[config.mk]
export PLATFORM = sky130hd
export DESIGN_NAME = dispc_regs
export DESIGN_NICKNAME = d
export VERILOG_FILES = /design/src/rtl/dispc_regs.sv
export SDC_FILE = /design/constraint.sdc
export NUM_CORES = 1
export LEC_CHECK = 0
export BUFFER_PORTS_ARGS = -buffer_cell sky130_fd_sc_hd__buf_2
export CELL_PAD_IN_SITES_DETAIL_PLACEMENT = 1
export CELL_PAD_IN_SITES_GLOBAL_PLACEMENT = 2
export CORE_ASPECT_RATIO = 0.6
export CORE_MARGIN = 3
export CORE_UTILIZATION = 41
export DETAILED_ROUTE_END_ITERATION = 10
export PLACE_DENSITY = 0.84
export SLEW_MARGIN = 5
export SYNTH_ARGS = -nofsm -noshare
export SYNTH_HDL_FRONTEND = slang
export SYNTH_SLANG_ARGS = --single-unit
[constraint.sdc]
create_clock -name clk -period 2.2 [get_ports clk]
set_input_delay 0.66 -clock clk [delete_from_list [all_inputs] [get_ports clk]]
set_output_delay 0.66 -clock clk [all_outputs]
set_load 0.02 [all_outputs]
[src/rtl/dispc_regs.sv]
module dispc_regs #(
  parameter int ADDR_W = 10,
  parameter int IRQ_W  = 16
) (
  input  logic              clk,
  input  logic              rst_n,
  input  logic              req_valid,
  input  logic              req_write,
  input  logic [ADDR_W-1:0] req_addr,
  input  logic [31:0]       req_wdata,
  input  logic              frame_done,
  output logic              rd_valid,
  output logic [31:0]       rd_data,
  output logic              bad_addr,
  output logic              irq,
  output logic              lcd_en,
  output logic              dig_en
);
  localparam logic [ADDR_W-1:0] A_REV = 'h00, A_SSTAT = 'h04, A_SCFG = 'h08, A_ISTAT = 'h0C,
    A_IEN = 'h10, A_CTRL = 'h14, A_CFG = 'h18, A_CAP = 'h1C, A_BG0 = 'h20, A_BG1 = 'h24,
    A_KEY0 = 'h28, A_KEY1 = 'h2C, A_LSTAT = 'h30, A_LINE = 'h34, A_HTIM = 'h38, A_VTIM = 'h3C,
    A_POL = 'h40, A_DIV = 'h44, A_DSIZE = 'h48, A_LSIZE = 'h4C, A_BASE0 = 'h50, A_BASE1 = 'h54,
    A_POS = 'h58, A_GSIZE = 'h5C, A_ATTR = 'h60, A_THR = 'h64, A_FSTAT = 'h68, A_ROWI = 'h6C,
    A_PIXI = 'h70, A_SKIP = 'h74, A_TBASE = 'h78;
  localparam logic [ADDR_W-1:0] VID_LO = 'h80, VID_HI = 'hFC;
  localparam logic [31:0] M_SIZE = 32'h07FF07FF, M_TIM = 32'h0FF0FF3F, M_COL = 32'h00FFFFFF;

  typedef struct packed {
    logic [31:0] idle, ctrl, cfg, cap, bg0, bg1, key0, key1, line;
    logic [31:0] htim, vtim, pol, div, dsize, lsize;
    logic [31:0] base0, base1, pos, gsize, attr, thr, rowi, pixi, skip, tbase;
    logic [IRQ_W-1:0] stat, en;
  } regs_t;

  localparam regs_t RST = '{cap: 32'h161, rowi: 32'd1, pixi: 32'd1, default: '0};

  regs_t r;
  logic  wr, rd, hit;
  logic [31:0] mux;

  assign wr     = req_valid & req_write;
  assign rd     = req_valid & ~req_write;
  assign irq    = |(r.stat & r.en);
  assign lcd_en = r.ctrl[0];
  assign dig_en = r.ctrl[1];

  always_ff @(posedge clk or negedge rst_n) begin
    if (!rst_n) begin
      r <= RST;
    end else begin
      if (wr) begin
        if (req_addr == A_SCFG && req_wdata[1]) begin
          r      <= RST;
          r.idle <= req_wdata & 32'h301B;
        end else begin
          case (req_addr)
            A_SCFG:  r.idle  <= req_wdata & 32'h301B;
            A_ISTAT: r.stat  <= r.stat & ~req_wdata[IRQ_W-1:0];
            A_IEN:   r.en    <= req_wdata[IRQ_W-1:0];
            A_CTRL:  r.ctrl  <= req_wdata & 32'h07FF9FFF;
            A_CFG:   r.cfg   <= req_wdata & 32'h3FFF;
            A_CAP:   r.cap   <= req_wdata & 32'h3FF;
            A_BG0:   r.bg0   <= req_wdata & M_COL;
            A_BG1:   r.bg1   <= req_wdata & M_COL;
            A_KEY0:  r.key0  <= req_wdata & M_COL;
            A_KEY1:  r.key1  <= req_wdata & M_COL;
            A_LINE:  r.line  <= req_wdata & 32'h7FF;
            A_HTIM:  r.htim  <= req_wdata & M_TIM;
            A_VTIM:  r.vtim  <= req_wdata & M_TIM;
            A_POL:   r.pol   <= req_wdata & 32'h0003FFFF;
            A_DIV:   r.div   <= req_wdata & 32'h00FF00FF;
            A_DSIZE: r.dsize <= req_wdata & M_SIZE;
            A_LSIZE: r.lsize <= req_wdata & M_SIZE;
            A_BASE0: r.base0 <= req_wdata;
            A_BASE1: r.base1 <= req_wdata;
            A_POS:   r.pos   <= req_wdata & M_SIZE;
            A_GSIZE: r.gsize <= req_wdata & M_SIZE;
            A_ATTR:  r.attr  <= req_wdata & 32'h7FF;
            A_THR:   r.thr   <= req_wdata & 32'h01FF01FF;
            A_ROWI:  r.rowi  <= req_wdata;
            A_PIXI:  r.pixi  <= req_wdata;
            A_SKIP:  r.skip  <= req_wdata;
            A_TBASE: r.tbase <= req_wdata;
            default: ;
          endcase
        end
      end
      if (frame_done) r.stat[0] <= 1'b1;
    end
  end

  always_comb begin
    hit = 1'b1;
    mux = '0;
    case (req_addr)
      A_REV:   mux = 32'h20;
      A_SSTAT: mux = 32'h1;
      A_SCFG:  mux = r.idle;
      A_ISTAT: mux = 32'(r.stat);
      A_IEN:   mux = 32'(r.en);
      A_CTRL:  mux = r.ctrl;
      A_CFG:   mux = r.cfg;
      A_CAP:   mux = r.cap;
      A_BG0:   mux = r.bg0;
      A_BG1:   mux = r.bg1;
      A_KEY0:  mux = r.key0;
      A_KEY1:  mux = r.key1;
      A_LSTAT: mux = 32'h7FF;
      A_LINE:  mux = r.line;
      A_HTIM:  mux = r.htim;
      A_VTIM:  mux = r.vtim;
      A_POL:   mux = r.pol;
      A_DIV:   mux = r.div;
      A_DSIZE: mux = r.dsize;
      A_LSIZE: mux = r.lsize;
      A_BASE0: mux = r.base0;
      A_BASE1: mux = r.base1;
      A_POS:   mux = r.pos;
      A_GSIZE: mux = r.gsize;
      A_ATTR:  mux = r.attr;
      A_THR:   mux = r.thr;
      A_FSTAT: mux = 32'd256;
      A_ROWI:  mux = r.rowi;
      A_PIXI:  mux = r.pixi;
      A_SKIP:  mux = r.skip;
      A_TBASE: mux = r.tbase;
      default: hit = (req_addr[1:0] == 2'b00) && (req_addr >= VID_LO) && (req_addr <= VID_HI);
    endcase
  end

  always_ff @(posedge clk or negedge rst_n) begin
    if (!rst_n) begin
      rd_valid <= 1'b0;
      rd_data  <= '0;
      bad_addr <= 1'b0;
    end else begin
      rd_valid <= rd;
      rd_data  <= rd ? mux : '0;
      bad_addr <= rd & ~hit;
    end
  end
endmodule

==> results.sh, run 1 <==
export IMPL_dieArea_sq_mm=0.0722
export IMPL_via_per_inst=6.61
export IMPL_synth_simple_area_share=0.147
export IMPL_fillers=7349
export IMPL_synthMuxAreaShare=0.0454
export IMPL_synthAdderAreaFrac=0
export IMPL_setup_tns_ns=-0.478
export IMPL_setup_violations=4
export IMPL_worstReg2RegStart="r[67]$_DFFE_PN0P_"
export IMPL_syn_num_nets=2913
export IMPL_drv_slew=0
export IMPL_finalCritPeriodShare=1.18
export IMPL_tightestPinTransition_ns=0.847
export IMPL_grt_start_max_net_pins=96
export IMPL_setup_slack_ns=-0.395
export IMPL_area_growth_pct=28.5
export IMPL_powerDensity_mw_per_mm2=665
export IMPL_fin_nets=3273
export IMPL_place_ws_ns=-1.19
export IMPL_initial_utilization=0.420
export IMPL_yosys_most_used_dff="dfrtp_1"
export IMPL_min_delay_path_class="input port to flip-flop"
export IMPL_placed_cells=4055
export IMPL_yosysTopAreaCell="dfrtp_1"
export IMPL_drtIter0Drc=3707
export IMPL_synth_top_area_share=0.539
export IMPL_drive_gt1_frac=0.265
export IMPL_instances_no_fill=4178
export IMPL_r2r_cells=5
export IMPL_row_count=73
export IMPL_antenna_found_initial=8
export IMPL_routedWlPerCell_um=33.5
export IMPL_fin_crit_ns=2.60
export IMPL_clkSlewWorstSetupHoldPaths_ns=0.06
export IMPL_core_sq_mm=0.0672
export IMPL_cts_root_buf="clkbuf_16"
export IMPL_die_y_um=209
export IMPL_leakage_nw=16.2
export IMPL_min_delay_path_depth=3
export IMPL_endpoint_kind="output pin"
export IMPL_synthXorXnorAreaFrac=0
export IMPL_holdWs_ns=0.251
export IMPL_synthCells=2866
export IMPL_seq_area_frac_synth=0.545
export IMPL_worstSetupPathType="flip-flop to output pin"
export IMPL_place_area_sq_mm=0.0342
export IMPL_worstHoldStart="req_wdata[31]"
export IMPL_htreeDepth=2
export IMPL_synthTopCellsByArea="dfrtp_1, o21ai_0, nand2_1"
export IMPL_grt_overflow_total=0
export IMPL_postSynthAreaPerCell_sq_um=9.86
export IMPL_synthesis_area_sq_mm=0.0282
export IMPL_routabilityCongestion=0.970
export IMPL_worstPathCellList="a22o_1, a221oi_4, nand4_1, buf_4"
export IMPL_worst_hold_path_endpoint="r[159]$_DFFE_PN0P_"
export IMPL_critPathArrivalTime_ns=1.94
export IMPL_worstSkewPairLatency_ns=0.65
export IMPL_cts_tree="yes"
export IMPL_dr_pass1_iters=7
export IMPL_cts_buffers=60
export IMPL_die_width_um=345
export IMPL_slowest_stage="dfrtp_1"
export IMPL_clkSinkCount=615
export IMPL_ys_ff_latch=615
export IMPL_yosysMostFrequentCell="dfrtp_1"
export IMPL_grt_pass1_wl_mm=203
export IMPL_synthArstFlopShare=1.00
export IMPL_finalHoldViolCount=0
export IMPL_maxCapViolCount=0
export IMPL_routed_wl_mm=140
export IMPL_fin_area_sq_mm=0.0363
export IMPL_r2r_end="rd_data[3]$_DFF_PN0_"
export IMPL_synth_compound_area_frac=0.208
export IMPL_critical_path_max_fanout=2
export IMPL_startpoint_type="flip-flop"
export IMPL_slowest_delay_ns=0.41
export IMPL_ios=84
export IMPL_dp_hpwl_mm=98.4
export IMPL_first_global_vias=28100
export IMPL_yosys_warnings=0
export IMPL_synth_top_family_by_area="compound AO/OA/AOI/OAI gates"
export IMPL_ff2ff_setup_slack_ns=0.16
export IMPL_route_detailed_drc=0
export IMPL_synth_cell_types=89
export IMPL_grt_usage=0.386
export IMPL_synth_common_cells="dfrtp_1, nand2_1, o21ai_0, nand3_1, o22ai_1"
export IMPL_dr_total_vias=27600
export IMPL_rsz0062_at_grt="yes"
export IMPL_status="complete, but fails checks"
export IMPL_worst_ep_required_time_ns=1.54
export IMPL_failed_checks="setup timing"
export IMPL_synth_edf_count=0
export IMPL_max_slew_margin=0.430
export IMPL_portBuffers=83
export IMPL_fin_skew_ns=0.0192
export IMPL_antenna_left=0
export IMPL_peakVddDrop_uv=739
export IMPL_cts_path_max_buffers=3
export IMPL_max_freq_mhz=385
[critical path, delay by kind of cell (launching register included)]
kind                   cells  cell delay [ns]
AOI/OAI and AO/OA          2             0.55
buffers and inverters      1             0.18
DFF                        1             0.41
and+or+nand+nor            1             0.15
[cells by family (layout without fill, tap and decap cells)]
group | after synthesis | after routing
buffers and inverters | 339 | 745
flip-flops | 615 | 615
multiplexers | 118 | 118
AND/OR/NAND/NOR | 869 | 869
AO/OA/AOI/OAI | 925 | 925
other | 0 | 6
[layout by cell type (no fill, tap or decap), types with 9 or more instances in the layout]
cell type,n
dfrtp_1,605
buf_4,393
nand2_1,383
o21ai_0,318
nand3_1,260
o22ai_1,199
buf_12,127
a22oi_1,118
mux2i_1,82
buf_2,78
clkbuf_16,61
o21ai_1,55
a21oi_1,43
nor2_1,40
inv_1,36
a22o_1,30
mux2_2,30
nand3_2,29
nand2_2,26
a31oi_1,19
nor3_1,18
and3_1,17
clkbuf_8,17
clkbuf_1,15
a32oi_1,14
a221oi_1,13
a211oi_1,12
clkinv_2,11
nor2b_1,10
a222oi_1,10
a32o_1,9
[how the worst max path moves through the flow]
stage | from | endpoint | slack, ns | cells after the start
6_report | r[14]$_DFFE_PN0P_ | irq | -0.40 | 4
5_1_grt | r[11]$_DFFE_PN0P_ | irq | -0.45 | 4
4_1_cts | r[22]$_DFFE_PN0P_ | irq | -0.42 | 4
3_5_place_dp | req_addr[3] | rd_data[9]$_DFF_PN0_ | -1.19 | 10
3_3_place_gp | req_addr[3] | rd_data[9]$_DFF_PN0_ | -1.30 | 10
2_1_floorplan | req_addr[0] | r[64]$_DFFE_PN0P_ | -0.06 | 6
[power by group]
part | total (W) | leakage [nW] | switching (W) | internal [W]
clock | 0.0107 | 0.963 | 0.00483 | 0.00587
sequential | 0.0115 | 8.38 | 0.0000658 | 0.0114
combinational | 0.00196 | 6.82 | 0.00127 | 0.000684
total | 0.0241 | 16.2 | 0.00617 | 0.0180
[repair_timing]
| action | 4_1_cts | 5_1_grt |
|---|---|---|
| gates cloned | 0 | 0 |
| endpoints found under the setup margin | 16 | 8 |
| setup buffers | 7 | 1 |
| hold buffers | 1 | 0 |
| resized for setup | 11 | 12 |
| pin swaps | 5 | 1 |
| hold endpoints to repair | 26 | 0 |
[sequential cells by signal, indices dropped and copies added (netlist names)]
register and cells:
r 579, bad_addr 1, lcd_en 1, rd_data 32
dig_en 1, rd_valid 1
[cell type report]
class | count | area [sq um] | share of cell area
Sequential cell | 615 | 15400 | 0.424
Tap cell | 900 | 1130 | 0.0310
Clock inverter | 15 | 130 | 0.00359
Inverter | 37 | 139 | 0.00383
Clock buffer | 93 | 1820 | 0.0501
Antenna cell | 6 | 15.0 | 0.000414
Timing Repair Buffer | 600 | 5910 | 0.163
Multi-Input combinational cell | 1912 | 11800 | 0.324
[through the flow]
step	utilization	power [W]
2_1_floorplan	-	0.0122
3_3_place_gp	0.508	0.0135
3_5_place_dp	0.508	0.0136
4_1_cts	0.539	0.0241
5_1_grt	0.540	0.0248
6_report	0.540	0.0241
[routing by layer]
metal,global-route usage,wire length [um],up-vias
li1,-,-,11200
met1,0.573,60200,14300
met2,0.535,57500,1836
met3,0.106,16400,346
met4,0.141,5670,6
met5,0,31,-
No activity file was read; power rests on OpenSTA's default activity.
==> run 2, diff against run 1 <==
ABC_AREA = 1   (was not set)
CORE_UTILIZATION = 38   (was 41)
PLACE_DENSITY = 0.83   (was 0.84)
==> run 2 against run 1 <==
  * The run still ends with setup timing left
  * Count of clock-buffer cells in the layout down 9
  * Non-clock buffer count down 94
  * Setup slack worse by 0.059 ns
  * Synthesized cell count up 18%
  * Sequential share of layout area up 1.4 points
==> results.sh, run 2 <==
export IMPL_die_y_um=215
export IMPL_ff_latch_area_sq_mm=0.0154
export IMPL_antenna_cells=0
export IMPL_ios=84
export IMPL_dp_hpwl_mm=91.3
export IMPL_fin_skew_ns=0.0328
export IMPL_synth_simple_area_share=0.251
export IMPL_max_freq_mhz=377
export IMPL_via_per_inst=5.80
export IMPL_maxCapViolCount=0
export IMPL_critical_path_max_fanout=2
export IMPL_synth_cell_types=29
export IMPL_synth_top_family_by_area="simple AND/OR/NAND/NOR gates"
export IMPL_antenna_found_initial=2
export IMPL_seq_area_frac_synth=0.556
export IMPL_setup_tns_ns=-0.455
export IMPL_worstSkewPairLatency_ns=0.67
export IMPL_synthXorXnorAreaFrac=0
export IMPL_setup_slack_ns=-0.455
export IMPL_final_cell_mix="nand2_1, dfrtp_1, o21ai_0"
export IMPL_yosysTopAreaCell="dfrtp_1"
export IMPL_max_slew_margin=0.581
export IMPL_die_width_um=354
export IMPL_core_sq_mm=0.0709
export IMPL_synthesis_area_sq_mm=0.0277
export IMPL_top_register="r"
export IMPL_antenna_left=0
export IMPL_dr_total_vias=27400
export IMPL_synth_common_cells="nand2_1, dfrtp_1, o21ai_0, nand3_1, nor2_1"
export IMPL_grt_pass1_wl_mm=191
export IMPL_multi_input_area_sq_mm=0.0107
export IMPL_area_growth_pct=27.0
export IMPL_fin_nets=3750
export IMPL_fillers=8343
export IMPL_startpoint_type="flip-flop"
export IMPL_synth_top_area_share=0.551
export IMPL_routedWlPerCell_um=27.4
export IMPL_row_count=75
export IMPL_routed_wl_mm=129
export IMPL_routabilityCongestion=0.956
export IMPL_htreeDepth=2
export IMPL_failed_checks="setup timing"
export IMPL_reg_largest_list="r (579), rd_data (32)"
export IMPL_worst_ep_required_time_ns=1.54
export IMPL_place_area_sq_mm=0.0328
export IMPL_synthAdderAreaFrac=0
export IMPL_setup_violations=1
export IMPL_endpoint_kind="output pin"
export IMPL_drv_slew=0
export IMPL_syn_num_nets=3417
export IMPL_synth_compound_area_frac=0.130
export IMPL_drive_gt1_frac=0.183
export IMPL_yosys_most_used_dff="dfrtp_1"
export IMPL_cts_buffers=60
export IMPL_fin_crit_ns=2.65
export IMPL_instances_no_fill=4717
export IMPL_finalCritPeriodShare=1.21
export IMPL_synthArstFlopShare=1.00
export IMPL_critPathArrivalTime_ns=1.99
export IMPL_cts_tree="yes"
export IMPL_dr_pass1_iters=5
export IMPL_grt_busiest_layer="met1"
export IMPL_status="complete, but fails checks"
export IMPL_fin_area_sq_mm=0.0352
export IMPL_use_met3=0.107
export IMPL_leakage_nw=17.7
export IMPL_layout_commonest_cell="nand2_1"
export IMPL_clkSinkCount=615
export IMPL_postSynthAreaPerCell_sq_um=8.21
export IMPL_clkSlewWorstSetupHoldPaths_ns=0.06
export IMPL_tightestPinTransition_ns=0.625
export IMPL_yosys_warnings=0
export IMPL_post_route_util=0.496
export IMPL_ys_ff_latch=615
export IMPL_synthMuxAreaShare=0
export IMPL_first_global_vias=28300
export IMPL_synthTopCellsByArea="dfrtp_1, nand2_1, o21ai_0"
export IMPL_dieArea_sq_mm=0.0762
export IMPL_synth_edf_count=0
export IMPL_powerDensity_mw_per_mm2=680
export IMPL_finalHoldViolCount=0
export IMPL_met2_usage=0.472
export IMPL_largest_register_ffs=579
export IMPL_cts_path_max_buffers=3
export IMPL_drtIter0Drc=2577
export IMPL_cts_root_buf="clkbuf_16"
export IMPL_globalRouteMet1Util=0.503
export IMPL_route_detailed_drc=0
export IMPL_peakVddDrop_uv=734
export IMPL_initial_utilization=0.390
export IMPL_grt_start_max_net_pins=91
export IMPL_placed_cells=4593
export IMPL_portBuffers=83
export IMPL_min_delay_path_class="input port to flip-flop"
export IMPL_grt_usage=0.337
export IMPL_worstSetupPathType="flip-flop to output pin"
export IMPL_yosysMostFrequentCell="nand2_1"
export IMPL_rsz0062_at_grt="yes"
export IMPL_grt_overflow_total=0
export IMPL_ff2ff_setup_slack_ns=0.80
export IMPL_synthCells=3370
-- run 2: where the power goes --
group	internal (W)	total, W	switching (W)
logic	0.000356	0.00120	0.000847
clock network	0.00632	0.0112	0.00489
registers	0.0114	0.0115	0.0000700
-- run 2: through the flow --
step | setup WS (ns) | power [W] | hold slack [ns]
2_1_floorplan | 0.0169 | 0.0120 | 0.364
3_3_place_gp | -0.909 | 0.0128 | 0.466
3_5_place_dp | -0.878 | 0.0129 | 0.473
4_1_cts | -0.480 | 0.0240 | 0.160
5_1_grt | -0.541 | 0.0246 | 0.192
6_report | -0.455 | 0.0239 | 0.188
-- run 2: what timing repair did --
action	4_1_cts	5_1_grt
hold buffers	1	0
gates cloned	1	0
gates resized for setup	20	18
hold endpoints to repair	9	0
setup buffers	8	0
pin swaps	4	4
endpoints found under the setup margin	64	165
-- run 2: area by class of cell --
class | count | area share
inverters | 191 | 0.0206
clock buffers | 84 | 0.0501
flip-flops and latches | 615 | 0.438
well taps | 962 | 0.0342
multi-input cells | 2329 | 0.305
repair buffers | 506 | 0.142
clock inverters | 30 | 0.00964
-- run 2: logic make-up (layout without fill, tap and decap cells) --
family,count (synthesis),count (layout)
AOI/OAI and AO/OA,687,687
buffers and inverters,426,811
DFF,615,615
and+or+nand+nor,1642,1642
-- run 2: final timing paths --
path                               startpoint                     to  cells past startpoint
max reg2reg                r[403]$_DFFE_PN0P_  rd_data[19]$_DFF_PN0_                      7
min                             req_wdata[10]      r[26]$_DFFE_PN0P_                      2
min reg2reg                r[195]$_DFFE_PN0P_     r[195]$_DFFE_PN0P_                      2
max in group asynchronous               rst_n     r[644]$_DFFE_PN0P_                      3
min in group asynchronous               rst_n      r[74]$_DFFE_PN0P_                      2
max                         r[13]$_DFFE_PN0P_                    irq                      5
-- run 2: per-layer routing --
metal	part of all wire	vias up
met3	0.11	196
met4	0.024	2
li1	-	11800
met1	0.45	14000
met5	0.00010	-
met2	0.41	1284
-- run 2: worst max-delay path: stages, from the launching register on --
cell,delay (ns)
dfrtp_1,0.38
a22o_1,0.27
a221oi_4,0.26
buf_4,0.17
nand4_1,0.10
buf_6,0.17
